$ cat src/rtl/dseq_pkg.sv
package dseq_pkg;

  typedef enum logic [2:0] {
    S_IDLE   = 3'd0,
    S_ROWSET = 3'd1,
    S_ROWACT = 3'd2,
    S_COLSET = 3'd3,
    S_COL    = 3'd4,
    S_DONE   = 3'd5,
    S_OPEN   = 3'd6,
    S_PRE    = 3'd7
  } dseq_state_e;

  // Cycles spent with RAS low before the column setup cycle. Row strobe low
  // time at data capture equals this + 1 (column setup) + cac.
  function automatic int ras_to_cas(input int rac, input int cac);
    int d;
    d = rac - cac - 1;
    return (d < 1) ? 1 : d;
  endfunction

  function automatic int wider(input int a, input int b);
    return (a > b) ? a : b;
  endfunction

endpackage

$ cat src/rtl/dseq_timer.sv
module dseq_timer #(
  parameter int TW = 8
) (
  input  logic          clk,
  input  logic          rst_n,
  input  logic          load,
  input  logic [TW-1:0] len,
  output logic          expired
);
  logic [TW-1:0] cnt;

  always_ff @(posedge clk) begin
    if (!rst_n)             cnt <= '0;
    else if (load)          cnt <= len - TW'(1);
    else if (cnt != '0)     cnt <= cnt - TW'(1);
  end

  assign expired = (cnt == '0);
endmodule

$ cat src/rtl/dseq_rowtrack.sv
module dseq_rowtrack #(
  parameter int ROW_W = 10
) (
  input  logic             clk,
  input  logic             rst_n,
  input  logic             open_evt,
  input  logic             close_evt,
  input  logic [ROW_W-1:0] row_in,
  input  logic [ROW_W-1:0] probe_row,
  output logic             hit
);
  logic             valid;
  logic [ROW_W-1:0] open_row;

  always_ff @(posedge clk) begin
    if (!rst_n) begin
      valid    <= 1'b0;
      open_row <= '0;
    end else if (close_evt) begin
      valid    <= 1'b0;
    end else if (open_evt) begin
      valid    <= 1'b1;
      open_row <= row_in;
    end
  end

  assign hit = valid && (probe_row == open_row);
endmodule

$ cat src/rtl/dseq_amux.sv
module dseq_amux #(
  parameter int ROW_W = 10,
  parameter int COL_W = 10,
  parameter int AW    = 10
) (
  input  logic [ROW_W-1:0] row,
  input  logic [COL_W-1:0] col,
  input  logic             sel_col,
  output logic [AW-1:0]    a
);
  always_comb begin
    a = '0;
    if (sel_col) a[COL_W-1:0] = col;
    else         a[ROW_W-1:0] = row;
  end
endmodule

$ cat src/rtl/dram_seq.sv
module dram_seq
  import dseq_pkg::*;
#(
  parameter int ROW_W  = 10,
  parameter int COL_W  = 10,
  parameter int DATA_W = 8,
  parameter int T_PRE  = 3,
  parameter int T_RAC  = 5,
  parameter int T_CAC  = 2
) (
  input  logic                   clk,
  input  logic                   rst_n,
  input  logic                   req,
  input  logic                   wr,
  input  logic [ROW_W+COL_W-1:0] addr,
  input  logic [DATA_W-1:0]      wdata,
  input  logic                   close_row,
  output logic [DATA_W-1:0]      rdata,
  output logic                   ready,
  output logic [wider(ROW_W, COL_W)-1:0] dram_a,
  output logic                   dram_ras_n,
  output logic                   dram_cas_n,
  output logic                   dram_we_n,
  output logic [DATA_W-1:0]      dram_d,
  input  logic [DATA_W-1:0]      dram_q
);
  localparam int AW  = wider(ROW_W, COL_W);
  localparam int HW  = ROW_W + COL_W;
  localparam int RCD = ras_to_cas(T_RAC, T_CAC);
  localparam int TW  = 8;

  dseq_state_e state, nxt;

  logic              wr_q;
  logic [ROW_W-1:0]  row_q;
  logic [COL_W-1:0]  col_q;
  logic [DATA_W-1:0] wdata_q;
  logic              pend_req;
  logic              close_pend;

  logic              t_load, t_exp;
  logic [TW-1:0]     t_len;
  logic              row_hit;
  logic              sel_col;

  // named internal events, used by the bound checker
  logic ev_accept, ev_capture, ev_hit_go, st_open, ev_open, ev_close;

  assign st_open    = (state == S_OPEN);
  assign ev_accept  = req && ((state == S_IDLE) || st_open);
  assign ev_capture = (state == S_COL) && t_exp && !wr_q;
  assign ev_hit_go  = st_open && (nxt == S_COLSET);
  assign ev_open    = (nxt == S_ROWACT) && (state != S_ROWACT);
  assign ev_close   = (nxt == S_PRE) && (state != S_PRE);

  dseq_rowtrack #(.ROW_W(ROW_W)) u_rows (
    .clk       (clk),
    .rst_n     (rst_n),
    .open_evt  (ev_open),
    .close_evt (ev_close),
    .row_in    (row_q),
    .probe_row (addr[HW-1:COL_W]),
    .hit       (row_hit)
  );

  dseq_timer #(.TW(TW)) u_tmr (
    .clk     (clk),
    .rst_n   (rst_n),
    .load    (t_load),
    .len     (t_len),
    .expired (t_exp)
  );

  // next-state logic
  always_comb begin
    nxt = state;
    unique case (state)
      S_IDLE:   if (req) nxt = S_ROWSET;
      S_ROWSET: nxt = S_ROWACT;
      S_ROWACT: if (t_exp) nxt = S_COLSET;
      S_COLSET: nxt = S_COL;
      S_COL:    if (t_exp) nxt = S_DONE;
      S_DONE:   nxt = S_OPEN;
      S_OPEN: begin
        if (close_row || close_pend) nxt = S_PRE;
        else if (req)                nxt = row_hit ? S_COLSET : S_PRE;
      end
      S_PRE:    if (t_exp) nxt = pend_req ? S_ROWSET : S_IDLE;
      default:  nxt = S_IDLE;
    endcase
  end

  always_comb begin
    t_load = (nxt != state) &&
             ((nxt == S_ROWACT) || (nxt == S_COL) || (nxt == S_PRE));
    unique case (nxt)
      S_ROWACT: t_len = TW'(RCD);
      S_COL:    t_len = TW'(T_CAC);
      default:  t_len = TW'(T_PRE);
    endcase
  end

  always_ff @(posedge clk) begin
    if (!rst_n) state <= S_IDLE;
    else        state <= nxt;
  end

  // request latch
  always_ff @(posedge clk) begin
    if (!rst_n) begin
      wr_q    <= 1'b0;
      row_q   <= '0;
      col_q   <= '0;
      wdata_q <= '0;
    end else if (ev_accept) begin
      wr_q    <= wr;
      row_q   <= addr[HW-1:COL_W];
      col_q   <= addr[COL_W-1:0];
      wdata_q <= wdata;
    end
  end

  // a request that must wait for a row to close and precharge
  always_ff @(posedge clk) begin
    if (!rst_n)                                        pend_req <= 1'b0;
    else if (state == S_ROWSET)                        pend_req <= 1'b0;
    else if (st_open && req && (nxt == S_PRE))         pend_req <= 1'b1;
  end

  // close request held until the next idle point
  always_ff @(posedge clk) begin
    if (!rst_n)                                        close_pend <= 1'b0;
    else if (state == S_PRE)                           close_pend <= 1'b0;
    else if (close_row && (state != S_IDLE))           close_pend <= 1'b1;
  end

  always_ff @(posedge clk) begin
    if (!rst_n)          rdata <= '0;
    else if (ev_capture) rdata <= dram_q;
  end

  // pin decode
  assign sel_col = (state == S_COLSET) || (state == S_COL) ||
                   (state == S_DONE)   || st_open;

  dseq_amux #(.ROW_W(ROW_W), .COL_W(COL_W), .AW(AW)) u_amux (
    .row     (row_q),
    .col     (col_q),
    .sel_col (sel_col),
    .a       (dram_a)
  );

  assign dram_ras_n = !((state == S_ROWACT) || (state == S_COLSET) ||
                        (state == S_COL)    || (state == S_DONE) || st_open);
  assign dram_cas_n = (state != S_COL);
  assign dram_we_n  = !((state == S_COL) && wr_q);
  assign dram_d     = wdata_q;
  assign ready      = (state == S_DONE);

endmodule

$ cat config.mk
export PLATFORM = sky130hd
export DESIGN_NAME = dram_seq
export DESIGN_NICKNAME = d
export VERILOG_FILES = /design/src/rtl/dseq_pkg.sv /design/src/rtl/dseq_timer.sv /design/src/rtl/dseq_rowtrack.sv /design/src/rtl/dseq_amux.sv /design/src/rtl/dram_seq.sv
export SDC_FILE = /design/constraint.sdc
export NUM_CORES = 1
export LEC_CHECK = 0
export BUFFER_PORTS_ARGS = -buffer_cell sky130_fd_sc_hd__buf_2
export CAP_MARGIN = 10
export CELL_PAD_IN_SITES_DETAIL_PLACEMENT = 2
export CELL_PAD_IN_SITES_GLOBAL_PLACEMENT = 2
export CORE_ASPECT_RATIO = 0.6
export CORE_MARGIN = 1
export CORE_UTILIZATION = 32
export DETAILED_ROUTE_END_ITERATION = 10
export PLACE_DENSITY = 0.8
export SLEW_MARGIN = 20
export SYNTH_ARGS = -nofsm -noshare
export SYNTH_HDL_FRONTEND = slang
export SYNTH_SLANG_ARGS = --single-unit
$ cat constraint.sdc
create_clock -name clk -period 5.9 [get_ports clk]
set_input_delay 0.59 -clock clk [delete_from_list [all_inputs] [get_ports clk]]
set_output_delay 0.59 -clock clk [all_outputs]
set_load 0.02 [all_outputs]
======== Word-level counts from Yosys, hierarchy flattened ========
Index checks and enable logic that the tools add are counted.
word-level totals
  register bits ........................... 61
  input port bits ......................... 41
  output and inout port bits .............. 30
  logic and storage cells ................. 78
operators by class
  $add $sub $neg .......................... 2
  equality and inequality tests ........... 15
  muxes and demuxes ....................... 13
  bitwise operators ....................... 2
  reductions and logical operators ........ 35
operators with widths
  cell                                                  count
  one-hot mux 3 bit (8 select lines)                    1
  two-way mux 3 bit                                     7
  equality test 3 bit (second input constant)           6
  two-way mux 8 bit                                     2
  logical AND 1 bit                                     11
  logical OR 1 bit                                      11
  equality test 10 bit                                  1
  two-way mux 10 bit                                    1
  equality test 3 x 2 -> 1 bit (second input constant)  3
  zero test 8 bit                                       1
  nonzero test 8 bit                                    1
  OR reduction 2 bit                                    4
  subtractor 8 x 1 -> 8 bit (second input constant)     1
  != test 3 bit (second input constant)                 2
  equality test 3 x 1 -> 1 bit (second input constant)  1
  zero test 1 bit                                       3
  zero test 3 bit                                       1
  != test 3 x 2 -> 1 bit (second input constant)        1
  != test 3 bit                                         1
  nonzero test 3 bit                                    1
  subtractor 2 x 1 -> 3 bit (second input constant)     1
  two-way mux 1 bit                                     2
  inverter 1 bit                                        2
  AND reduction 2 bit                                   1
  nonzero test 2 bit                                    1

======== Logic depth before layout (Yosys ltp) ========
Gate-level depths: netlist of the first run.
  word-level depth ........................ 11
  depth in mapped cells ................... 9
  mapped depth without buffers ............ 7

======== Cells and area by module ========
From an unflattened synthesis of the first run, not the netlist that was laid out.
unflattened totals
  cell total of the unflattened synthesis .. 333
  area total of the unflattened synthesis .. 2942.8 um^2
by module, submodules not included
  module         instances  cells an instance  area each (um^2)
  dram_seq       1          206                1764.2
  dseq_rowtrack  1          62                 520.5
  dseq_timer     1          54                 496.7
  dseq_amux      1          11                 161.4

======== Worst setup path before layout of the first run ========
OpenSTA, ideal clock, no wires.
  path type ............................... register to output
  start ................................... register state[1]
  end ..................................... output dram_a[0]
  arrival time ............................ 1850 ps
  data required time ...................... 5310 ps
  path slack .............................. 3460 ps
  stages on the path, launching flop included .. 5
  path buffers ............................ 1
  cells stage by stage .................... dfxtp_1 clkbuf_1 nand2_1 xor2_1 mux2_2
on the way
  cells in the longest elaborated chain, start to end .. 5
  elaborated cells between the ends (all ways) .. 8
  classes of those cells .................. eq/ne: 4; mux: 1; reduce/logical: 3
ends and longest elaborated chain
  what                                                                 RTL line         RTL
  start: declaration                                                   dram_seq.sv:32   dseq_state_e state, nxt;
  start signal: assignment                                             dram_seq.sv:105  else state <= nxt;
  equality test 3 x 2 -> 1 bit or equality test 3 bit (tied branches)  dram_seq.sv:143  assign sel_col = (state == S_COLSET) || (state == S_COL) ||
  logical OR 1 bit (2 in series)                                       dram_seq.sv:143
  logical OR 1 bit *                                                   dram_seq.sv:144  (state == S_DONE) || st_open;
  two-way mux 10 bit *                                                 dseq_amux.sv:13  if (sel_col) a[COL_W-1:0] = col;
  end: declaration                                                     dram_seq.sv:20   output logic [wider(ROW_W, COL_W)-1:0] dram_a,
Mark *: on every way between the ends. The rest lies on a longest branch, timed or not.

======== Final worst setup path of the first run ========
  start ................................... register state[1]
  end ..................................... output dram_a[3]
The elaborated chain is that of the path after synthesis.

==> results of run 1 <==
-- worst min-delay path by stage --
stage	end	slack, ns	cells after the start
finish	dram_d[2]$_SDFFE_PN0P_	0.45	2
detailed placement	dram_d[0]$_SDFFE_PN0P_	0.45	2
floorplan	col_q[0]$_SDFFE_PN0P_	0.43	2
global route	dram_d[2]$_SDFFE_PN0P_	0.48	2
global placement	dram_d[3]$_SDFFE_PN0P_	0.44	2
CTS	dram_d[0]$_SDFFE_PN0P_	0.46	2
-- per-stage QoR --
step	setup WS [ns]	hold slack, ns	util [%]	total power, mW	cells
detailed placement	2.960	0.4527	39.14	1.302	495
floorplan	3.460	0.4338	-	1.096	335
CTS	2.570	0.4600	42.83	1.852	510
global placement	3.070	0.4409	38.95	1.257	494
finish	2.898	0.4531	42.92	1.835	510
global route	2.770	0.4812	42.92	1.953	510
-- synthesized netlist by cell type (2+ instances only) --
cell type   n
xor2_1      5
nor3_1      6
and2_1      2
nand2b_1    2
buf_6       3
dfxtp_1    61
buf_2       2
o21ai_2     9
inv_1       6
nand2_1    83
mux2i_1     9
or3_1       2
mux2_2     10
nand3_1    13
o21ai_0     6
a21oi_1    36
nand4_1     2
buf_1       2
clkbuf_1   14
ha_1        2
nor4_1      7
xnor2_1    12
nor2_1     19
-- layout make-up --
class / instances / area share, %
multi-input combinational: 247 / 41.00
sequential: 61 / 34.98
timing repair buffer: 73 / 10.90
clock buffer: 11 / 7.240
tap: 108 / 3.871
clock inverter: 4 / 1.362
inverter: 6 / 0.6452
-- state kept, by name, summed over array words and instances (netlist names) --
| name | count |
|---|---|
| col_q | 10 |
| row_q | 10 |
| u_rows.open_row | 10 |
| dram_d | 8 |
| rdata | 8 |
| u_tmr.cnt | 8 |
| state | 3 |
| close_pend | 1 |
| pend_req | 1 |
| u_rows.valid | 1 |
| wr_q | 1 |
-- cells by family (layout without fill, tap and decap cells) --
| logic type | Yosys count | in the layout | synth area share [%] |
|---|---|---|---|
| multiplexers | 19 | 19 | 7.314 |
| AND/OR/NAND/NOR | 145 | 145 | 23.25 |
| AO/OA/AOI/OAI | 64 | 64 | 14.54 |
| adder cells (fa/ha/maj) | 2 | 2 | 0.9028 |
| flip-flops | 61 | 61 | 44.06 |
| buffers and inverters | 27 | 94 | 4.560 |
| XOR/XNOR | 17 | 17 | 5.372 |
-- worst min-delay path, delay by kind of cell (launching register included) --
family	cells	cell delay, ns
flops	1	0.30
simple gates	1	0.05
compound gates	1	0.05
-- power groups by stage --
| stage | Combinational [mW] | Clock (mW) | Sequential, mW |
|---|---|---|---|
| 2_1_floorplan | 0.521 | 0 | 0.575 |
| 3_3_place_gp | 0.660 | 0 | 0.597 |
| 3_5_place_dp | 0.698 | 0 | 0.604 |
| 4_1_cts | 0.710 | 0.545 | 0.597 |
| 5_1_grt | 0.773 | 0.567 | 0.613 |
| 6_report | 0.703 | 0.534 | 0.599 |
-- routing by layer --
layer / vias to the layer above / wire length, um / part of all wire, % / track usage (%)
met5: - / 0 / 0 / 0
met4: 0 / 55 / 0.62 / 5.962
met3: 8 / 408 / 4.6 / 7.132
met2: 56 / 4099 / 46 / 34.78
met1: 1257 / 4263 / 48 / 26.74
li1: 1268 / - / - / -
==> impl_metrics.yaml, run 1 <==
synth:
  yosys_register_bits: 61
  syn_area_sq_um: 2771
  syn_area_per_cell_sq_um: 8.273
  yosys_warnings: 0
  synth_edf_count: 0
  synthTopCellsByArea: "dfxtp_1 44%, nand2_1 11%, a21oi_1 6.5%"
  ys_types: 45
  ys_seq_area_share_pct: 44.06
  synth_top_area_cell: "dfxtp_1"
  synthArstFlopShare_pct: 0
  synth_top_flop_cell: "dfxtp_1"
  syn_inst: 335
  syn_nets: 378
  yosysTopAreaCellShare_pct: 44.06
final_layout:
  seq_area_sq_um: 1221
  final_common_cell: "nand2_1"
  num-nets-final: 441
  multi_input_area_sq_um: 1431
  synthToLayoutAreaGrowth_pct: 25.96
  num_antenna_cells: 0
  fin_area_sq_um: 3491
  fillers: 918
  most-common-layout-cells: "83 x nand2_1, 70 x buf_2, 61 x dfxtp_1"
  final_layout_size_suffix_gt1_share_pct: 28.11
timing:
  period_minus_slack_ns: 3.002
  relSlewSlack_pct: 27.40
  finClkSkew_ns: 0.004028
  tns_ns: 0
  hold_violations: 0
  fmax_mhz: 333.1
  setup_viol: 0
  rsz0062_at_grt: "no"
  finalCritPeriodShare_pct: 50.88
  tightest_slew_ns: 1.086
  maxSlewViolCount: 0
critical_path:
  r2r_start: "u_tmr.cnt[0]$_SDFFE_PN0P_"
  max_stage_delay_ns: 0.66
  worstPathCellList: "nand2_1 > xor2_2 > mux2_2 > buf_2"
  r2r-end: "u_tmr.cnt[5]$_SDFFE_PN0P_"
  cp.required_ns: 5.31
  crit_start: "state[1]$_SDFF_PN0_"
  crit_end: "dram_a[3]"
  arrival_ns: 2.41
  r2r_slack_ns: 3.24
  crit_path_start_kind: "flop"
  cp.depth: 4
  crit_slowest_cell: "dfxtp_1"
  critical_path_class: "reg2out"
  path_buf_inv: 1
  cp-end-kind: "output pin"
  ff2ff_path_depth: 7
  cp_top_family: "flip-flops"
  path_max_fanout: 15
place:
  place.gp.congestion: 0.8170
  place_area_sq_um: 3183
  hpwl_um: 6164
  port_buffers: 70
clocking:
  post_cts_resized: 0
  cts.sink_count: 61
  cts_root_buf: "clkbuf_16"
  post_cts_buffers: 0
  clk_pin_slew_ns: 0.05
  clkLatencyLatePin_ns: 0.33
  cts_hold_buf: 0
  cts_tree: "built"
  cts_buffer_depth: 2
  cts_buffers: 9
  cts.htree.levels: 3
die:
  die_w_um: 122.1
  rows: 25
  die_area_sq_um: 9049
  die_y_um: 74.09
  core_area_sq_um: 8133
  ios: 71
  initial_utilization_pct: 34.08
drt:
  drc: 0
  antenna_left: 0
  drtIter0Drc: 57
  dr_total_vias: 2589
  drt-pass1-iter-count: 4
  wl_per_cell_um: 17.31
  wl_um: 8827
  vias_per_cell: 5.076
power:
  pwr-share-clk_pct: 29.1
  swShare_pct: 39.91
  p_comb_share_pct: 38.3
  powerDensity_nw_per_um2: 525.7
  seq_power_share_pct: 32.6
  power.internal_mw: 1.103
  peakVddDrop_uv: 165.8
  p_sw_mw: 0.7324
  p_leak_nw: 1.490
job:
  maxCapViolCount: 0
grt:
  gr-total-overflow: 0
  grt_use_total_pct: 21.17
  antenna_found_initial: 0
  grt_pass1_wl_um: 14260
  grt_pass1_vias: 2749
  grt_max_degree: 30
run_status:
  status: "finished clean"
min_path:
  min_from: "dram_d[2]$_SDFFE_PN0P_"
  hold_path.class: "reg2reg"
(Power assumes the default switching activity.)
==> inputs of run 2 (changes only) <==
--- a/config.mk
+++ b/config.mk
@@ -11,9 +11,9 @@
 export CELL_PAD_IN_SITES_GLOBAL_PLACEMENT = 2
 export CORE_ASPECT_RATIO = 0.6
 export CORE_MARGIN = 1
-export CORE_UTILIZATION = 32
+export CORE_UTILIZATION = 27
 export DETAILED_ROUTE_END_ITERATION = 10
-export PLACE_DENSITY = 0.8
+export PLACE_DENSITY = 0.72
 export SLEW_MARGIN = 20
 export SYNTH_ARGS = -nofsm -noshare
 export SYNTH_HDL_FRONTEND = slang
==> constraint.sdc (replaced) <==
create_clock -name clk -period 2.6 [get_ports clk]
set_input_delay 0.26 -clock clk [delete_from_list [all_inputs] [get_ports clk]]
set_output_delay 0.26 -clock clk [all_outputs]
set_load 0.02 [all_outputs]
==> run 2 against run 1 <==
  * Combinational power up 140%
  * Non-clock buffer count up 10
  * Via count up 1.4%
  * Largest power group unchanged
  * Flip-flop and latch count unchanged
  * Critical path type is now reg2reg
  * Sequential share of layout area down 1.1 points
  * Critical path depth up 3
  * Worst hold slack worse by 0.29 ns
  * Cell count up 7.5%
  * Power up 130%
  * Wire length up 0.19%
  * Setup slack worse by 2.7 ns
  * Count of clock-buffer cells in the layout down 2
==> impl_metrics.yaml, run 2 (synthesis results as in run 1) <==
power:
  peakVddDrop_uv: 413.7
  p_leak_nw: 1.539
  powerDensity_nw_per_um2: 1195
  fin_total_pwr_mw: 4.301
timing:
  fmax_mhz: 418.3
  holdWs_ns: 0.1605
  relSlewSlack_pct: 61.45
  finalCritPeriodShare_pct: 91.95
  period_minus_slack_ns: 2.391
  setup_viol: 0
  maxSlewViolCount: 0
  hold_violations: 0
  tns_ns: 0
  rsz0062_at_grt: "no"
  finClkSkew_ns: 0.004676
  finalWorstSetupSlack_ns: 0.2094
  tightest_slew_ns: 0.5710
critical_path:
  r2r-end: "rdata[7]$_SDFFE_PN0P_"
  crit_start: "u_tmr.cnt[0]$_SDFFE_PN0P_"
  cp-end-kind: "flop"
  crit_path_start_kind: "flop"
  r2r_slack_ns: 0.21
  path_max_fanout: 8
  arrival_ns: 2.61
  crit_end: "rdata[7]$_SDFFE_PN0P_"
  ff2ff_path_depth: 7
  r2r_start: "u_tmr.cnt[0]$_SDFFE_PN0P_"
  critical_path_class: "reg2reg"
  cp.required_ns: 2.82
final_layout:
  seq_area_sq_um: 1221
  num_antenna_cells: 0
  fin_area_sq_um: 3600
  final_layout_size_suffix_gt1_share_pct: 29.78
  final_common_cell: "nand2_1"
  multi_input_area_sq_um: 1424
  reg_top3: "col_q (10), row_q (10), u_rows.open_row (10)"
  layoutNonFillerInstCount: 548
  most-common-layout-cells: "83 x nand2_1, 70 x buf_2, 61 x dfxtp_1"
  num-nets-final: 451
  synthToLayoutAreaGrowth_pct: 29.89
  fillers: 1147
  fin_util_pct: 36.31
clocking:
  clk_pin_slew_ns: 0.05
  post_cts_resized: 0
  post_cts_buffers: 0
  cts_buffer_depth: 2
  cts_buffers: 9
  cts_root_buf: "clkbuf_16"
  cts.sink_count: 61
  cts_tree: "built"
  clkLatencyLatePin_ns: 0.34
  cts_hold_buf: 0
  cts.htree.levels: 3
grt:
  grt_pass1_vias: 2775
  gr-total-overflow: 0
  grt_use_total_pct: 18.04
  grt_pass1_wl_um: 14340
  antenna_found_initial: 0
  grt_max_degree: 30
drt:
  wl_per_cell_um: 16.14
  vias_per_cell: 4.788
  antenna_left: 0
  wl_um: 8844
  dr_total_vias: 2624
  drc: 0
  drtIter0Drc: 49
  drt-pass1-iter-count: 4
min_path:
  hold_path.class: "in2reg"
  hold_depth: 3
die:
  initial_utilization_pct: 27.95
  die_y_um: 80.48
  rows: 28
  core_area_sq_um: 9915
  ios: 71
  die_area_sq_um: 10690
  die_w_um: 132.8
place:
  place_area_sq_um: 3284
  dp_cells: 532
  place.gp.congestion: 0.7923
  post-place-ws_ns: 0.1981
  port_buffers: 70
  hpwl_um: 6299
job:
  maxCapViolCount: 0
run_status:
  status: "finished clean"
## run 2: cell types whose count changed in the layout (fill, tap and decap cells not counted), sizes merged
cell      delta
buf         +10
clkinv       +1
clkbuf       -2
bufinv       +1
clkinvlp     +1
## run 2: area by class of cell
type                       count  share of cell area [%]
clock inverter                 7                   2.503
timing repair buffer          83                   12.44
sequential                    61                   33.92
tap                          135                   4.692
multi-input combinational    247                   39.56
clock buffer                   9                   6.257
inverter                       6                  0.6257
## run 2: where the power goes
part	switching, mW	leakage (nW)	internal [mW]	total (mW)
Combinational	1.05	0.890	0.640	1.69
Clock	0.445	0.151	0.832	1.28
Sequential	0.196	0.498	1.14	1.33
Total	1.69	1.54	2.61	4.30
## run 2: critical path, stage by stage, from the launching register on
cell and delay (ns):
dfxtp_1 0.31, inv_1 0.11, ha_1 0.18, or3b_2 0.50, or2_1 0.34, or3_1 0.54, mux2i_1 0.23, nor2_1 0.06
## run 2: worst min-delay path by stage
stage | start | endpoint | slack (ns)
5_1_grt | addr[9] | col_q[9]$_SDFFE_PN0P_ | 0.16
4_1_cts | dram_q[2] | rdata[2]$_SDFFE_PN0P_ | 0.15
2_1_floorplan | addr[0] | col_q[0]$_SDFFE_PN0P_ | 0.40
3_3_place_gp | dram_d[5]$_SDFFE_PN0P_ | dram_d[5]$_SDFFE_PN0P_ | 0.44
3_5_place_dp | dram_d[5]$_SDFFE_PN0P_ | dram_d[5]$_SDFFE_PN0P_ | 0.45
6_report | dram_q[2] | rdata[2]$_SDFFE_PN0P_ | 0.16
## run 2: routing by layer
layer	share of wire (%)	vias up	track usage, %
met5	0	-	0
li1	-	1290	-
met4	1.5	0	7.241
met1	50	1257	22.77
met3	5.0	9	5.871
met2	44	68	28.43
